`src/rtl/pwmtb_pkg.sv`:
```
package pwmtb_pkg;
  typedef enum logic [1:0] {
    WK_SLEEP = 2'd0,
    WK_START = 2'd1,
    WK_RUN   = 2'd2
  } wake_st_e;
endpackage

```
`src/rtl/pwmtb_prescale.sv`:
```
module pwmtb_prescale #(
  parameter int PRE_W   = 8,
  parameter int PRE_MIN = 3,
  parameter int PRE_RST = 30
) (
  input  logic             clk,
  input  logic             rst,
  input  logic             sleep_i,
  input  logic             wr_i,
  input  logic [PRE_W-1:0] val_i,
  output logic [PRE_W-1:0] pre_o
);
  localparam logic [PRE_W-1:0] MINV = PRE_W'(PRE_MIN);
  localparam logic [PRE_W-1:0] RSTV = PRE_W'(PRE_RST);

  logic [PRE_W-1:0] lim;
  logic [PRE_W-1:0] pre_q;

  generate
    if (PRE_MIN > 0) begin : g_clamp
      always_comb lim = (val_i < MINV) ? MINV : val_i;
    end else begin : g_pass
      always_comb lim = val_i;
    end
  endgenerate

  always_ff @(posedge clk) begin
    if (rst) begin
      pre_q <= RSTV;
    end else if (wr_i && sleep_i) begin
      pre_q <= lim;
    end
  end

  assign pre_o = pre_q;

  // register frozen while awake
  p_awake_hold_r5: assert property (@(posedge clk) disable iff (rst)
    !sleep_i |=> $stable(pre_q));
  // never below the minimum
  p_floor_r6: assert property (@(posedge clk) disable iff (rst)
    pre_q >= MINV);
  // accepted write lands next cycle
  p_load_r4: assert property (@(posedge clk) disable iff (rst)
    (wr_i && sleep_i && val_i >= MINV) |=> pre_q == $past(val_i));
endmodule

```
`src/rtl/pwmtb_wake.sv`:
```
module pwmtb_wake
  import pwmtb_pkg::*;
#(
  parameter int WAKE_CYCLES = 12500
) (
  input  logic clk,
  input  logic rst,
  input  logic sleep_i,
  output logic rdy_o
);
  localparam int WW = $clog2(WAKE_CYCLES + 1);
  localparam logic [WW-1:0] LAST = WW'(WAKE_CYCLES - 1);

  wake_st_e      st_q;
  logic [WW-1:0] wcnt_q;
  logic          rdy_q;

  always_ff @(posedge clk) begin
    if (rst) begin
      st_q   <= WK_SLEEP;
      wcnt_q <= '0;
      rdy_q  <= 1'b0;
    end else begin
      case (st_q)
        WK_SLEEP: begin
          rdy_q  <= 1'b0;
          wcnt_q <= '0;
          if (!sleep_i) st_q <= WK_START;
        end
        WK_START: begin
          if (sleep_i) begin
            st_q   <= WK_SLEEP;
            wcnt_q <= '0;
          end else if (wcnt_q == LAST) begin
            st_q  <= WK_RUN;
            rdy_q <= 1'b1;
          end else begin
            wcnt_q <= wcnt_q + 1'b1;
          end
        end
        WK_RUN: begin
          if (sleep_i) begin
            st_q  <= WK_SLEEP;
            rdy_q <= 1'b0;
          end
        end
        default: begin
          st_q  <= WK_SLEEP;
          rdy_q <= 1'b0;
        end
      endcase
    end
  end

  assign rdy_o = rdy_q;

  // sleep drops ready at the next edge
  p_sleep_drop_r8: assert property (@(posedge clk) disable iff (rst)
    sleep_i |=> !rdy_q);
  // ready only rises out of the restart state
  p_rise_from_start_r7: assert property (@(posedge clk) disable iff (rst)
    $rose(rdy_q) |-> $past(st_q) == WK_START);
  // a new restart always begins from a zero count
  p_restart_zero_r9: assert property (@(posedge clk) disable iff (rst)
    (st_q == WK_SLEEP) |=> wcnt_q == '0);
endmodule

```
`src/rtl/pwmtb_counter.sv`:
```
module pwmtb_counter #(
  parameter int CNT_W = 12,
  parameter int PRE_W = 8
) (
  input  logic             clk,
  input  logic             rst,
  input  logic             run_i,
  input  logic [PRE_W-1:0] pre_i,
  output logic [CNT_W-1:0] cnt_o,
  output logic             roll_o
);
  localparam logic [CNT_W-1:0] CMAX = {CNT_W{1'b1}};

  logic [PRE_W-1:0] div_q;
  logic [CNT_W-1:0] cnt_q;
  logic             roll_q;
  logic             tick;

  assign tick = (div_q == pre_i);

  always_ff @(posedge clk) begin
    if (rst || !run_i) begin
      div_q  <= '0;
      cnt_q  <= '0;
      roll_q <= 1'b0;
    end else if (tick) begin
      div_q  <= '0;
      cnt_q  <= cnt_q + 1'b1;
      roll_q <= (cnt_q == CMAX);
    end else begin
      div_q  <= div_q + 1'b1;
      roll_q <= 1'b0;
    end
  end

  assign cnt_o  = cnt_q;
  assign roll_o = roll_q;

  // stopped timebase is held at zero
  p_idle_zero_r8: assert property (@(posedge clk) disable iff (rst)
    !run_i |=> (cnt_q == '0 && !roll_q));
  // rollover pulse marks a zero count
  p_roll_at_zero_r3: assert property (@(posedge clk) disable iff (rst)
    roll_q |-> cnt_q == '0);
  // rollover pulse is one cycle wide
  p_roll_single_r3: assert property (@(posedge clk) disable iff (rst)
    roll_q |=> !roll_q);
  // counter never moves by more than one step
  p_step_one_r2: assert property (@(posedge clk) disable iff (rst)
    (run_i && $past(run_i) && cnt_q != $past(cnt_q)) |-> cnt_q == $past(cnt_q) + 1'b1);
endmodule

```
`src/rtl/pwm_timebase.sv`:
```
module pwm_timebase #(
  parameter int CNT_W       = 12,
  parameter int PRE_W       = 8,
  parameter int PRE_MIN     = 3,
  parameter int PRE_RST     = 30,
  parameter int WAKE_CYCLES = 12500
) (
  input  logic             clk,
  input  logic             rst,
  input  logic             sleep_i,
  input  logic             pre_wr_i,
  input  logic [PRE_W-1:0] pre_val_i,
  output logic [CNT_W-1:0] cnt_o,
  output logic             roll_o,
  output logic             osc_rdy_o
);
  logic [PRE_W-1:0] pre;
  logic             rdy;

  pwmtb_prescale #(.PRE_W(PRE_W), .PRE_MIN(PRE_MIN), .PRE_RST(PRE_RST)) u_pre (
    .clk(clk), .rst(rst), .sleep_i(sleep_i), .wr_i(pre_wr_i),
    .val_i(pre_val_i), .pre_o(pre)
  );

  pwmtb_wake #(.WAKE_CYCLES(WAKE_CYCLES)) u_wake (
    .clk(clk), .rst(rst), .sleep_i(sleep_i), .rdy_o(rdy)
  );

  pwmtb_counter #(.CNT_W(CNT_W), .PRE_W(PRE_W)) u_cnt (
    .clk(clk), .rst(rst), .run_i(rdy), .pre_i(pre),
    .cnt_o(cnt_o), .roll_o(roll_o)
  );

  assign osc_rdy_o = rdy;

  // counter is held at zero while not ready
  p_hold_until_rdy_r7: assert property (@(posedge clk) disable iff (rst)
    !osc_rdy_o |=> (!osc_rdy_o || $past(cnt_o) == '0));
endmodule

```
`config.mk`:
```
export PLATFORM = sky130hd
export DESIGN_NAME = pwm_timebase
export DESIGN_NICKNAME = d
export VERILOG_FILES = /design/src/rtl/pwmtb_pkg.sv /design/src/rtl/pwmtb_prescale.sv /design/src/rtl/pwmtb_wake.sv /design/src/rtl/pwmtb_counter.sv /design/src/rtl/pwm_timebase.sv
export SDC_FILE = /design/constraint.sdc
export NUM_CORES = 1
export LEC_CHECK = 0
export BUFFER_PORTS_ARGS = -buffer_cell sky130_fd_sc_hd__clkbuf_2
export CORE_ASPECT_RATIO = 1.75
export CORE_MARGIN = 8
export CORE_UTILIZATION = 60
export CTS_BUF_LIST = sky130_fd_sc_hd__clkbuf_8
export CTS_CLUSTER_DIAMETER = 60
export CTS_CLUSTER_SIZE = 12
export DETAILED_ROUTE_END_ITERATION = 10
export MAX_ROUTING_LAYER = met4
export PLACE_DENSITY_LB_ADDON = 0.2
export SYNTH_ARGS = -nofsm -noshare
export SYNTH_HDL_FRONTEND = slang
export SYNTH_HIERARCHICAL = 1
export SYNTH_SLANG_ARGS = --single-unit
export TNS_END_PERCENT = 20
```
`constraint.sdc`:
```
create_clock -name clk -period 2.2 [get_ports clk]
set_input_delay 0.44 -clock clk [delete_from_list [all_inputs] [get_ports clk]]
set_output_delay 0.44 -clock clk [all_outputs]
set_load 0.01 [all_outputs]
```
# Word-level counts from Yosys, hierarchy flattened
# Index checks and enable logic that the tools add are counted.
# totals
ff_bits,46
elab_cells,46
# op_classes
add_sub_neg,3
order_cmp,1
eq_ne,11
n_mux,13
bitwise,1
reduce_logical,10
# ops
op,count
2-to-1 mux 14 bit,2
one-hot mux 14 bit (2 select lines),1
"adder 14 x 1 -> 14 bit, second input constant",1
"equality test 14 bit, second input constant",1
"adder 12 x 1 -> 12 bit, second input constant",1
"equality test 12 bit, second input constant",1
"adder 8 x 1 -> 8 bit, second input constant",1
equality test 8 bit,1
"less-than comparator 8 x 2 -> 1 bit, second input constant",1
2-to-1 mux 2 bit,4
2-to-1 mux 8 bit,1
"!= test 2 bit, second input constant",3
one-hot mux 2 bit (3 select lines),1
AND reduction 3 bit,2
OR reduction 2 bit,2
2-to-1 mux 1 bit,3
"!= test 3 x 2 -> 1 bit, second input constant",1
"!= test 3 bit, second input constant",1
"equality test 2 x 1 -> 1 bit, second input constant",1
"equality test 2 bit, second input constant",1
zero test 2 bit,1
"!= test 2 x 1 -> 1 bit, second input constant",1
one-hot mux 1 bit (2 select lines),1
AND reduction 2 bit,1
5 further kinds,5

# Logic depth before layout (Yosys ltp)
# depth
ltp_word,4
ltp_mapped,6

# Cells and area by module
# Netlist, hierarchy kept.
# by_module_without_submodules
mod,n_inst,cells_each,area_per_inst_um2,seq_area_each_um2
pwmtb_counter,1,123,1113.6,420.4
pwmtb_wake,1,110,975.9,340.3
pwmtb_prescale,1,39,316.6,160.2

# Worst setup path after synthesis
# OpenSTA, ideal clock, no wires.
# synth_timing
path_type,register to register
start,register u_wake.wcnt_q[0]
end,register u_wake.wcnt_q[3]
setup_ps,133
t_arrival_ps,1591
t_required_ps,2067
path_slack_ps,476
stages_incl_launch_ff,6
synth_period_minus_slack_ps,1724
path_cell_list,dfxtp_1 -> ha_1 -> nand4b_1 -> o41a_1 -> a41oi_1 -> a311oi_1
# synth_between
elab_chain_len,4
elab_cells_between_ends,7
classes_between,add/sub: 1; eq/ne: 2; mux: 3; reduce/logical: 1
# synth_lines
element,line,text
from (decl),pwmtb_wake.sv:15,logic [WW-1:0] wcnt_q;
from (signal assigned),pwmtb_wake.sv:38,wcnt_q <= wcnt_q + 1'b1;
adder 14 x 1 -> 14 bit,pwmtb_wake.sv:38,
2-to-1 mux 14 bit,pwmtb_wake.sv:34,end else if (wcnt_q == LAST) begin
2-to-1 mux 14 bit,pwmtb_wake.sv:31,if (sleep_i) begin
one-hot mux 14 bit (2 select lines),pwmtb_wake.sv:24,case (st_q)
# Several ways; a longest one is shown, not always the timed one. The select of a mux whose other input is x is not followed.
# A chain may end at the register's enable or synchronous reset.

# Worst setup path after layout
# layout_timing
start,register u_wake.wcnt_q[0]
end,register u_wake.st_q[1]
# layout_between
elab_chain_len,3
# layout_lines
element,line,text
equality test 14 bit,pwmtb_wake.sv:34,
!= test 3 x 2 -> 1 bit (no line),-,
AND reduction 3 bit (no line),-,
to (signal assigned),pwmtb_wake.sv:32,st_q <= WK_SLEEP;
to (signal assigned),pwmtb_wake.sv:35,st_q <= WK_RUN;
to (signal assigned),pwmtb_wake.sv:43,st_q <= WK_SLEEP;
to (decl),pwmtb_wake.sv:14,wake_st_e st_q;
# No other way between the ends.

==> impl_metrics.json <==
{
  "peakVddDrop_mv": 0.517,
  "slew_headroom_pct": 64.8,
  "p_seq_share_pct": 57.9,
  "yosys.cell_count.top_type": "dfxtp_1",
  "whs_ns": 0.378,
  "total_power_mw": 1.47,
  "initial_core_util_pct": 62.2,
  "synth-main-ff-cell": "dfxtp_1",
  "dpl.hpwl_um": 4170,
  "synth_top_area_cell": "dfxtp_1",
  "drc_errors": 0,
  "gp_congestion": 0.876,
  "die_x_um": 63.9,
  "p_switching_mw": 0.347,
  "worstSetupStartpointType": "register",
  "dr_total_vias": 2190,
  "numPlacedInstances": 340,
  "synth-edff-count": 0,
  "wire_per_inst_um": 15.9,
  "finalHoldViolations": 0,
  "synth_cell_type_count": 53,
  "root_buffer": "clkbuf_8",
  "path_class": "reg2reg",
  "rsz0062_at_grt": "no",
  "place.port_buffers": 25,
  "tritoncts": "built",
  "cts_made_buffers": 5,
  "pin_count": 26,
  "grt_pass1_vias": 2166,
  "post_cts_resized": 0,
  "grt_use_total_pct": 18.4,
  "grt_max_degree": 17,
  "die_h_um": 99.8,
  "clock_latency_ns": 0.30,
  "cts_buffer_depth": 2,
  "syn_nets": 287,
  "synthArstFlopShare_pct": 0,
  "hold_buffers": 0,
  "outcome": "completed",
  "final_max_slew_viol_count": 0,
  "p_leak_nw": 0.932,
  "cts_setup_buffers": 0,
  "syn_inst": 272,
  "dr.pass1.iters": 4,
  "routed_wirelength_um": 5540,
  "min_path_type": "in2reg",
  "crit_chain": "ha_1, nand4b_1, nor4_2, nand3b_1, a211oi_1",
  "ys_ff_latch": 46,
  "grt_pass1_wl_um": 9450,
  "comb_power_share_pct": 5.5,
  "num_antenna_cells": 0,
  "cp-end-kind": "register",
  "slowest_stage": "nor4_2",
  "drive_gt1_share_pct": 19.3,
  "clock-sinks": 46,
  "cts.clk_slew.worst_paths_ns": 0.09,
  "core_um2": 3870,
  "overflow": 0,
  "netlist.area_leader.share_pct": 38.3,
  "synth_common_cells": "dfxtp_1, nand2_1, nand3_1, nor3_1, a21oi_1",
  "cp_max_fo": 6,
  "yosysWarnings": 6,
  "required_ns": 2.39,
  "drtIter0Drc": 139,
  "synth.avg_cell_area_um2": 8.85,
  "clockPowerShare_pct": 36.6,
  "layout_min_cycle_time_ns": 2.03,
  "antenna_found_initial": 0,
  "final_cells": 348,
  "area_growth_pct": 11.5,
  "max_freq_mhz": 494,
  "critPathMaxStageDelay_ns": 0.58,
  "drv_cap": 0,
  "viasPerCell": 6.29,
  "internal-power_mw": 1.12,
  "power.density_nw_per_um2": 548,
  "synth_seq_area_share_pct": 38.3,
  "die-area_um2": 6370,
  "cp_top_family": "simple AND/OR/NAND/NOR gates",
  "synth_area_um2": 2410,
  "swShare_pct": 23.6,
  "worstPathArrival_ns": 2.22,
  "period_share_pct": 92.1,
  "postRouteAntennaNets": 0,
  "yosys-top-cells-area": "dfxtp_1, nand2_1, nand3_1, nor3_1, a21oi_1",
  "nets": 314,
  "cp.buffers_inverters": 0,
  "htree_levels": 2,
  "dpl_worst_slack_ns": 0.248,
  "num_rows": 30,
  "setup_viol": 0,
  "fin_ws_ns": 0.174,
  "tns_ns": 0,
  "final.setup_skew_ns": 0.00668,
  "worst_pin_slew_ns": 0.523
}
==> worst paths after layout <==
path | startpoint | end | slack (ns) | depth (start not counted)
setup / recovery | u_wake/wcnt_q[0] | u_wake/st_q[1] | 0.17 | 5
hold reg to reg | u_pre/pre_o[5] | u_pre/pre_o[5] | 0.48 | 2
setup reg to reg | u_wake/wcnt_q[0] | u_wake/st_q[1] | 0.17 | 5
hold / removal | pre_val_i[5] | u_pre/pre_o[5] | 0.38 | 3
==> registers in the layout, indices dropped and copies added, names as in the netlist <==
signal,cells
u_wake/st_q,2
u_wake/rdy_o,1
u_wake/wcnt_q,14
u_cnt/div_q,8
u_cnt/roll_o,1
u_cnt/cnt_o,12
u_pre/pre_o,8
==> cell families (layout without fill, tap and decap cells) <==
| logic type | Yosys count | after routing | share of synthesized area [%] |
|---|---|---|---|
| flip-flops | 46 | 46 | 38.3 |
| buffers and inverters | 17 | 45 | 2.91 |
| AO/OA/AOI/OAI | 51 | 51 | 15.1 |
| multiplexers | 8 | 8 | 3.38 |
| adder cells (fa/ha/maj) | 3 | 3 | 1.56 |
| AND/OR/NAND/NOR | 133 | 133 | 33.0 |
| XOR/XNOR | 14 | 14 | 5.72 |
==> cells in the final DEF, fill, tap and decap left out, types with 7 or more instances in the layout <==
master | synthesis | layout
buf_4 | 0 | 7
clkbuf_2 | 0 | 25
xnor2_1 | 7 | 7
nand2b_1 | 10 | 10
nor3_1 | 16 | 16
a21oi_1 | 15 | 15
nor2_1 | 10 | 10
dfxtp_1 | 46 | 46
mux2i_1 | 7 | 7
nand3_1 | 17 | 17
nand2_1 | 32 | 32
==> power groups by stage <==
stage               Clock (mW)  Sequential, mW  Combinational (mW)
floorplan                    0           0.868              0.0525
global placement             0           0.870              0.0789
detailed placement           0           0.871              0.0805
CTS                      0.553           0.851              0.0807
global route             0.592           0.852              0.0890
finish                   0.538           0.851              0.0811
==> metrics by stage <==
| step | instance area [µm²] | utilization, % |
|---|---|---|
| 2_1_floorplan | 2410 | - |
| 3_3_place_gp | 2590 | 67.1 |
| 3_5_place_dp | 2590 | 67.1 |
| 4_1_cts | 2680 | 69.4 |
| 5_1_grt | 2680 | 69.4 |
| 6_report | 2680 | 69.4 |
==> final cells by class <==
type,count,area [µm²]
multi-input combinational,209,1420
fill,324,1180
sequential,46,921
timing repair buffer,32,178
clock buffer,6,82.6
tap,48,60.1
inverter,5,18.8
clock inverter,2,8.76
==> tightest hold or removal path, cell delays in order <==
cell and delay, ns:
clkbuf_2 0.09, nand2_1 0.05, a21oi_1 0.05
==> metal layers <==
metal / track usage (%) / share of wire [%] / up-vias
met4: 12.1 / 4.1 / 0
li1: - / - / 1071
met3: 3.46 / 4.6 / 18
met5: - / 0 / -
met2: 33.7 / 55 / 67
met1: 16.7 / 37 / 1034
Power figures use the tool's default switching activity.
